## src/rtl/cfgl_pkg.sv

```systemverilog
// Shared constants and types for the configuration stream loader.
// Assumes a byte-addressed stream with a 4-byte header and 6-byte records.
package cfgl_pkg;
    localparam logic [7:0] STREAM_SIG = 8'h5A;
    localparam int HDR_BYTES = 4;
    localparam int REC_BYTES = 6;
    localparam int FIELD_W   = 16;

    typedef enum logic [1:0] {
        LD_IDLE = 2'd0,
        LD_RUN  = 2'd1,
        LD_LAST = 2'd2
    } ld_state_t;
endpackage

```

## src/rtl/cfgl_fetch.sv

```systemverilog
// Byte-fetch requester: holds a request and its address until the memory
// reader answers with valid. Assumes the reader drives valid only while
// a request is pending.
module cfgl_fetch #(
    parameter int AW = 24
) (
    input  logic          clk,
    input  logic          rst_n,
    input  logic          issue,
    input  logic [AW-1:0] issue_addr,
    input  logic          fetch_valid,
    output logic          fetch_req,
    output logic [AW-1:0] fetch_addr,
    output logic          byte_stb
);
    // A byte is taken only when a request is open and the reader answers.
    assign byte_stb = fetch_req & fetch_valid;

    // Open a new request on issue, close it once the byte is taken.
    always_ff @(posedge clk) begin
        if (!rst_n) begin
            fetch_req  <= 1'b0;
            fetch_addr <= '0;
        end else if (issue) begin
            fetch_req  <= 1'b1;
            fetch_addr <= issue_addr;
        end else if (byte_stb) begin
            fetch_req  <= 1'b0;
        end
    end
endmodule

```

## src/rtl/cfgl_rec_asm.sv

```systemverilog
// Record assembler: keeps the last five payload bytes so that, together with
// the byte arriving now, a whole little-endian record is visible at once.
// Assumes shift_en pulses exactly once per payload byte.
module cfgl_rec_asm (
    input  logic        clk,
    input  logic        rst_n,
    input  logic        shift_en,
    input  logic [7:0]  byte_in,
    output logic [15:0] rec_field,
    output logic [31:0] rec_data
);
    localparam int HOLD_W = (cfgl_pkg::REC_BYTES - 1) * 8;

    logic [HOLD_W-1:0] hold;
    logic [HOLD_W+7:0] full;

    // Newest byte enters at the top so the oldest ends in the low bits.
    always_ff @(posedge clk) begin
        if (!rst_n) begin
            hold <= '0;
        end else if (shift_en) begin
            hold <= {byte_in, hold[HOLD_W-1:8]};
        end
    end

    // The live byte completes the record: field in bytes 0..1, data in 2..5.
    assign full      = {byte_in, hold};
    assign rec_field = full[15:0];
    assign rec_data  = full[47:16];
endmodule

```

## src/rtl/cfg_stream_loader.sv

```systemverilog
// Configuration stream loader: fetches a header and packed 6-byte records
// from a serial memory reader and issues one register write per record.
// Assumes FETCH_AW >= 17 so that 3 + any 16-bit length is addressable, and
// that start is only acted on while idle.
module cfg_stream_loader #(
    parameter int          FETCH_AW  = 24,
    parameter int          IDX_W     = 10,
    parameter logic [15:0] DBG_FIELD = 16'h0077,
    localparam int         PORT_W    = 16 - IDX_W
) (
    input  logic                clk,
    input  logic                rst_n,
    input  logic                start,
    output logic                fetch_req,
    output logic [FETCH_AW-1:0] fetch_addr,
    input  logic [7:0]          fetch_data,
    input  logic                fetch_valid,
    output logic                wr_en,
    output logic [IDX_W-1:0]    wr_index,
    output logic [PORT_W-1:0]   wr_port,
    output logic [31:0]         wr_data,
    output logic                load_done,
    output logic                load_error,
    output logic                mem_present
);
    import cfgl_pkg::*;

    localparam logic [2:0] REC_LAST = 3'(REC_BYTES - 1);

    ld_state_t           state;
    logic                byte_stb;
    logic                issue;
    logic [FETCH_AW-1:0] issue_addr;
    logic [7:0]          len_lo;
    logic [15:0]         pay_len;
    logic [15:0]         len_now;
    logic [2:0]          rec_pos;
    logic                rec_seen;
    logic                is_hdr;
    logic                is_last;
    logic                shift_en;
    logic [15:0]         rec_field;
    logic [31:0]         rec_data;
    logic                fin, fin_err, go_last, fire, set_pres, cont;

    cfgl_fetch #(.AW(FETCH_AW)) u_fetch (
        .clk        (clk),
        .rst_n      (rst_n),
        .issue      (issue),
        .issue_addr (issue_addr),
        .fetch_valid(fetch_valid),
        .fetch_req  (fetch_req),
        .fetch_addr (fetch_addr),
        .byte_stb   (byte_stb)
    );

    cfgl_rec_asm u_asm (
        .clk      (clk),
        .rst_n    (rst_n),
        .shift_en (shift_en),
        .byte_in  (fetch_data),
        .rec_field(rec_field),
        .rec_data (rec_data)
    );

    // Position of the byte being taken within header and stream.
    assign is_hdr   = fetch_addr < FETCH_AW'(HDR_BYTES);
    assign is_last  = fetch_addr == (FETCH_AW'(pay_len) + FETCH_AW'(HDR_BYTES - 1));
    assign len_now  = {fetch_data, len_lo};
    assign shift_en = (state == LD_RUN) && byte_stb && !is_hdr;

    // Decide, for the byte being taken, whether to continue, write or stop.
    always_comb begin
        fin      = 1'b0;
        fin_err  = 1'b0;
        go_last  = 1'b0;
        fire     = 1'b0;
        set_pres = 1'b0;
        cont     = 1'b0;
        if (state == LD_RUN && byte_stb) begin
            if (is_hdr) begin
                case (fetch_addr[1:0])
                    2'd0: begin
                        if (fetch_data == STREAM_SIG) begin
                            set_pres = 1'b1;
                            cont     = 1'b1;
                        end else begin
                            fin = 1'b1;
                        end
                    end
                    2'd1: begin
                        if (fetch_data == 8'h00) begin
                            cont = 1'b1;
                        end else begin
                            fin     = 1'b1;
                            fin_err = 1'b1;
                        end
                    end
                    2'd2: cont = 1'b1;
                    default: begin
                        if ((len_now % 16'd6) != 16'd0) begin
                            fin     = 1'b1;
                            fin_err = 1'b1;
                        end else if (len_now == 16'd0) begin
                            fin = 1'b1;
                        end else begin
                            cont = 1'b1;
                        end
                    end
                endcase
            end else if (rec_pos != REC_LAST) begin
                cont = 1'b1;
            end else if (rec_field == DBG_FIELD && rec_seen) begin
                fin     = 1'b1;
                fin_err = 1'b1;
            end else begin
                fire = 1'b1;
                if (is_last) begin
                    go_last = 1'b1;
                end else begin
                    cont = 1'b1;
                end
            end
        end
    end

    // Request the first byte on start, the next byte whenever parsing goes on.
    always_comb begin
        issue      = cont || (state == LD_IDLE && start);
        issue_addr = (state == LD_IDLE) ? '0 : fetch_addr + FETCH_AW'(1);
    end

    // Sequencing, header capture, record counting and register-bus outputs.
    always_ff @(posedge clk) begin
        if (!rst_n) begin
            state       <= LD_IDLE;
            load_done   <= 1'b0;
            load_error  <= 1'b0;
            mem_present <= 1'b0;
            wr_en       <= 1'b0;
            wr_index    <= '0;
            wr_port     <= '0;
            wr_data     <= '0;
            len_lo      <= '0;
            pay_len     <= '0;
            rec_pos     <= '0;
            rec_seen    <= 1'b0;
        end else begin
            wr_en <= 1'b0;
            case (state)
                LD_IDLE: begin
                    if (start) begin
                        state       <= LD_RUN;
                        load_done   <= 1'b0;
                        load_error  <= 1'b0;
                        mem_present <= 1'b0;
                        rec_pos     <= '0;
                        rec_seen    <= 1'b0;
                    end
                end
                LD_RUN: begin
                    if (set_pres) begin
                        mem_present <= 1'b1;
                    end
                    if (byte_stb && is_hdr && fetch_addr[1:0] == 2'd2) begin
                        len_lo <= fetch_data;
                    end
                    if (byte_stb && is_hdr && fetch_addr[1:0] == 2'd3) begin
                        pay_len <= len_now;
                    end
                    if (shift_en) begin
                        rec_pos <= (rec_pos == REC_LAST) ? '0 : rec_pos + 3'd1;
                    end
                    if (fire) begin
                        wr_en    <= 1'b1;
                        wr_index <= rec_field[IDX_W-1:0];
                        wr_port  <= rec_field[15:IDX_W];
                        wr_data  <= rec_data;
                        rec_seen <= 1'b1;
                    end
                    if (fin) begin
                        load_done  <= 1'b1;
                        load_error <= fin_err;
                        state      <= LD_IDLE;
                    end else if (go_last) begin
                        state <= LD_LAST;
                    end
                end
                default: begin
                    load_done <= 1'b1;
                    state     <= LD_IDLE;
                end
            endcase
        end
    end
endmodule

```

## config.mk

```make
export PLATFORM = sky130hd
export DESIGN_NAME = cfg_stream_loader
export DESIGN_NICKNAME = d
export VERILOG_FILES = /design/src/rtl/cfgl_pkg.sv /design/src/rtl/cfgl_fetch.sv /design/src/rtl/cfgl_rec_asm.sv /design/src/rtl/cfg_stream_loader.sv
export SDC_FILE = /design/constraint.sdc
export NUM_CORES = 1
export LEC_CHECK = 0
export BUFFER_PORTS_ARGS = -buffer_cell sky130_fd_sc_hd__buf_2
export CORE_UTILIZATION = 40
export DETAILED_ROUTE_END_ITERATION = 8
export SYNTH_ARGS = -nofsm -noshare
export SYNTH_HDL_FRONTEND = slang
export SYNTH_HIERARCHICAL = 1
export SYNTH_SLANG_ARGS = --single-unit
```

## constraint.sdc

```tcl
create_clock -name clk -period 5.1 [get_ports clk]
set_input_delay 0.765 -clock clk [delete_from_list [all_inputs] [get_ports clk]]
set_output_delay 0.765 -clock clk [all_outputs]
set_load 0.01 [all_outputs]
```

Word level (Yosys, flattened, before mapping)
Index checks and enable logic that the tools add are counted.

Register bits after elaboration: 147. Input port bits: 12. Word-level logic and storage cells: 119.

Add/sub/neg operators: 3. Div/mod/pow operators: 1. $lt $le $gt $ge: 1. Equal/unequal tests: 15. Muxes and demuxes: 56. Bitwise logic cells: 1. Reductions and logical operators: 27.

Operators by type and width (count): $mux 1 (40); $add 24x1->24 const B (1); $eq 24x17->1 (1); $lt 24x3->1 const B (1); $mux 24 (1); $add 16x2->17 const B (1); $eq 16x7->1 const B (1); $logic_not 16->1 (1); $mod 16x3->16 const B (1); $reduce_bool 16->1 (1); $reduce_and 2->1 (6); $reduce_and 3->1 (4); $ne 2x2->1 const B (5); $pmux 1 s2 (5); $mux 3 (3); $eq 8x7->1 const B (1); $logic_not 8->1 (1); $logic_and 1x1->1 (7); $mux 2 (3); $ne 3x3->1 const B (2); $pmux 1 s3 (2); $pmux 3 s2 (1); $eq 2x1->1 const B (2); $eq 2x2->1 const B (2); 9 further kinds (11).

Depth between registers and ports, before layout
Depth in word-level cells: 10. Mapped depth: 23.

Cells and area by module
Netlist, hierarchy kept.

By module, submodules not included: cfg_stream_loader (instances 1, cells each 700, area each 5001.0 µm²); cfgl_rec_asm (instances 1, cells each 137, area each 1617.8 µm²); cfgl_fetch (instances 1, cells each 81, area each 969.7 µm²).

Worst setup path before layout
OpenSTA, ideal clock, no wires.

Kind: in2reg. From: input fetch_data[3]. To: register u_fetch.fetch_addr[5]. Setup time: 0.116 ns. Arrival: 4.825 ns. Required time: 4.984 ns. Setup slack: 0.159 ns. Stages: 21. Cells stage by stage: or3b_1 > and3_1 > o32a_2 > nand2_2 > nor3_1 > or4_4 > nand3_1 > a211oi_1 > nor4b_1 > nor2_1 > ha_1 > nor4bb_1 > nand2_1 > nor3_1 > o31ai_1 > nor3b_1 > o21ai_1 > buf_6 > buf_12 > mux2i_1 > nor2b_1.

Cells in the longest elaborated chain, start to end: 7.

Ends and longest elaborated chain: from (decl) (RTL line cfg_stream_loader.sv:16) `input logic [7:0] fetch_data,`; $mod 16x3->16 or $logic_not 16->1 (tied branches) (RTL line cfg_stream_loader.sv:101, cfg_stream_loader.sv:104); $reduce_bool 16->1 or $mux 1 (tied branches) (RTL line cfg_stream_loader.sv:101, cfg_stream_loader.sv:104); $mux 1 (RTL line cfg_stream_loader.sv:101) `if ((len_now % 16'd6) != 16'd0) begin`; $pmux 1 s3 (*) (RTL line cfg_stream_loader.sv:82) `case (fetch_addr[1:0])`; $mux 1 (*) (RTL line cfg_stream_loader.sv:81) `if (is_hdr) begin`; $mux 1 (*) (RTL line cfg_stream_loader.sv:80) `if (state == LD_RUN && byte_stb) begin`; $logic_or 1x1->1 (*) (RTL line cfg_stream_loader.sv:129) `issue = cont || (state == LD_IDLE && start);`; via issue (RTL line cfg_stream_loader.sv:32) `logic issue;`; to (signal assigned) (RTL line cfgl_fetch.sv:26) `fetch_addr <= issue_addr;`; to (decl) (RTL line cfgl_fetch.sv:13) `output logic [AW-1:0] fetch_addr,`.

The timed path passes the listed nets; every way through them passes the cells marked *. A chain may end at the register's enable or synchronous reset.

Worst setup path in the final report
From: input fetch_data[4]. To: register u_fetch.fetch_addr[20].

Same word-level chain as after synthesis.

==> results.json <==
{
  "cts_root_buf": "clkbuf_16",
  "slew_headroom_pct": 23.48,
  "ys_seq_area_share_pct": 38.78,
  "fillCellCount": 1838,
  "rows": 50,
  "reg2reg_from": "len_lo[7]$_SDFFE_PN0P_",
  "wirelength_mm": 18.61,
  "area_growth_pct": 16.41,
  "drive_above_1_share_pct": 17.52,
  "drtAntennaViolNets": 0,
  "cts_tree": "done",
  "power_uw": 2521,
  "crit_buf_inv": 3,
  "clock_latency_ns": 0.42,
  "synth_warnings": 6,
  "setup_viol": 0,
  "grt_pass1_vias": 5889,
  "postSynthAreaPerCell_um2": 8.266,
  "avgRoutedWirePerCell_um": 14.96,
  "total_leakage_power_uw": 0.003201,
  "fin_nets": 1015,
  "cp_data_arrival_time_ns": 5.10,
  "drt_pass1_iterations": 5,
  "diodes": 0,
  "crit_path_start": "fetch_data[4]",
  "viasPerCell": 5.288,
  "synth_ff_type": "dfxtp_1",
  "grt_start_max_net_pins": 69,
  "final_util_pct": 47.38,
  "antenna_found_initial": 0,
  "drc": 0,
  "numPortBuffers": 88,
  "status": "completed",
  "post-place-cells": 1212,
  "required_ns": 5.41,
  "netlist_area_um2": 7589,
  "dp_slack_ns": -0.1540,
  "max_freq_mhz": 209.0,
  "clock_path_buffers": 2,
  "num_vias": 6578,
  "finalClockSkew_ns": 0.009412,
  "period_minus_slack_ns": 4.784,
  "p_per_area_nw_per_um2": 285.4,
  "die_y_um": 139.7,
  "synth_area_leaders": "dfxtp_1, mux2i_1, nand2_1, nor2b_1, a21oi_1",
  "grt_overflow_total": 0,
  "drtIter0Drc": 373,
  "max_cap_viol_count": 0,
  "yosysMostFrequentCell": "nand2_1",
  "synth_edf_count": 0,
  "path_max_fanout": 25,
  "end_kind": "flip-flop",
  "peakVddDrop_uv": 250.0,
  "cts_inserted_buffers": 17,
  "critPathKind": "in -> reg",
  "coreArea_um2": 18640,
  "postPlaceCellArea_um2": 8232,
  "fin_ws_ns": 0.3164,
  "async_reset_ff_share_pct": 0,
  "cpPeakStageDelay_ns": 0.54,
  "clkSinkCount": 147,
  "startpoint_type": "input pin",
  "netlist_instances": 918,
  "hold_viol": 0,
  "ctsHtreeMaxLevel": 4,
  "hp-class": "reg -> reg",
  "die_w_um": 139.7,
  "synth_nets": 936,
  "gp_congestion": 0.8704,
  "dp_hpwl_mm": 12.49,
  "ctsHoldBuffers": 0,
  "synth_top_area_share_pct": 38.78,
  "grt_usage_pct": 19.04,
  "synth_common_cells": "nand2_1, dfxtp_1, a21oi_1",
  "grt_pass1_wl_mm": 30.17,
  "yosys_register_bits": 147,
  "start_util_pct": 40.70,
  "ys_types": 74,
  "final_cells": 1244,
  "cp_cell_sequence": "buf_2 -> or3b_1 -> and3_1 -> o32a_2 -> nand2_2 -> nor3_1 -> or4_4 -> nand2_2 -> buf_4 -> nand4_1 -> nor4b_2 -> nor2_1 -> ha_1 -> nor4bb_1 -> nand2_1 -> nor3_1 -> o31ai_1 -> nor3b_1 -> o21ai_2 -> buf_12 -> mux2i_1 -> nor2b_1",
  "slowest_stage": "or4_4",
  "fin_crit_sh_pct": 93.80,
  "synth_top_area_cell": "dfxtp_1",
  "hold_start": "wr_data[24]$_SDFFE_PN0P_",
  "pin_count": 89,
  "tightest_slew_ns": 1.146,
  "die-area_um2": 19530,
  "slew_violations": 0,
  "fin_area_um2": 8833,
  "clkTransAtPathRegs_ns": 0.06,
  "crit_family": "simple AND/OR/NAND/NOR gates"
}
-- metal layers --
metal,global-route usage (%),vias up,share of wire [%]
met1,25.85,3097,50
li1,-,3322,-
met2,29.82,149,45
met4,5.552,0,0.76
met3,4.611,10,4.5
met5,0,-,0
-- state kept, by name, indices dropped and copies added (netlist names) --
| signal | flops |
|---|---|
| mem_present | 1 |
| pay_len | 16 |
| u_fetch/fetch_addr | 24 |
| wr_index | 10 |
| rec_seen | 1 |
| len_lo | 8 |
| rec_pos | 3 |
| wr_en | 1 |
| state | 2 |
| wr_data | 32 |
| u_asm/hold | 40 |
| load_error | 1 |
| u_fetch/fetch_req | 1 |
| wr_port | 6 |
| load_done | 1 |
-- what timing repair did --
action | CTS | global route
endpoints found under the setup margin | 0 | 26
setup buffers | 0 | 0
gates resized for setup | 0 | 8
-- where the power goes --
group / switching, uW / internal (uW)
Clock: 489 / 701
Combinational: 101 / 77.9
Sequential: 2.24 / 1150
Total: 592 / 1930
-- stage by stage --
stage / TNS (ns) / hold WS, ns
2_1_floorplan: 0 / 0.4316
3_3_place_gp: -1.712 / 0.4404
3_5_place_dp: -3.240 / 0.4449
4_1_cts: 0 / 0.4535
5_1_grt: -0.1360 / 0.4729
6_report: 0 / 0.4518
-- final timing paths --
path,slack [ns],cells past startpoint,end
worst max-delay path,0.32,22,u_fetch/fetch_addr[20]$_SDFFE_PN0P_
worst min-delay path,0.45,2,wr_data[24]$_SDFFE_PN0P_
worst max register to register,0.89,19,u_fetch/fetch_addr[20]$_SDFFE_PN0P_
worst min register to register,0.45,2,wr_data[24]$_SDFFE_PN0P_
-- cell type report --
type	count	area [um^2]	area share, %
Clock buffer	22	464.2	5.255
Clock inverter	10	97.59	1.105
Inverter	17	63.81	0.7224
Multi-Input combinational cell	691	4232	47.90
Tap cell	234	292.8	3.314
Timing Repair Buffer	123	740.7	8.385
Sequential cell	147	2943	33.31
-- worst min-delay path: stages, from the launching register on --
cell	delay, ns
dfxtp_1	0.31
nand2_1	0.05
a21oi_1	0.05
-- logic make-up after synthesis --
| group | count (synthesis) | synth area share [%] |
|---|---|---|
| and+or+nand+nor | 415 | 27.22 |
| xor gates and xnor gates | 37 | 4.270 |
| muxes | 77 | 10.22 |
| DFF | 147 | 38.78 |
| adders and majority gates | 6 | 0.9893 |
| buffers and inverters | 80 | 6.101 |
| AOI/OAI and AO/OA | 156 | 12.42 |
-- layout by cell type (no fill, tap or decap), types with 3 or more instances in the layout --
master	count
a21oi_1	88
clkinvlp_4	3
clkbuf_1	3
nor4_1	11
nor2b_1	73
xor2_1	21
and3_1	7
nor4b_1	3
mux2i_1	76
inv_6	4
nand2b_1	5
ha_1	6
nand3b_1	4
nor4_2	3
inv_1	15
o31ai_1	3
o21ai_0	25
buf_2	88
xnor2_1	16
nor2_1	56
nand3_1	23
o21a_1	3
or3_1	7
clkbuf_16	17
nor3_1	18
nor3b_1	6
nand2_1	162
dfxtp_1	147
and2_1	5
buf_12	3
nand4_1	10
buf_4	32
(Power assumes the default switching activity.)
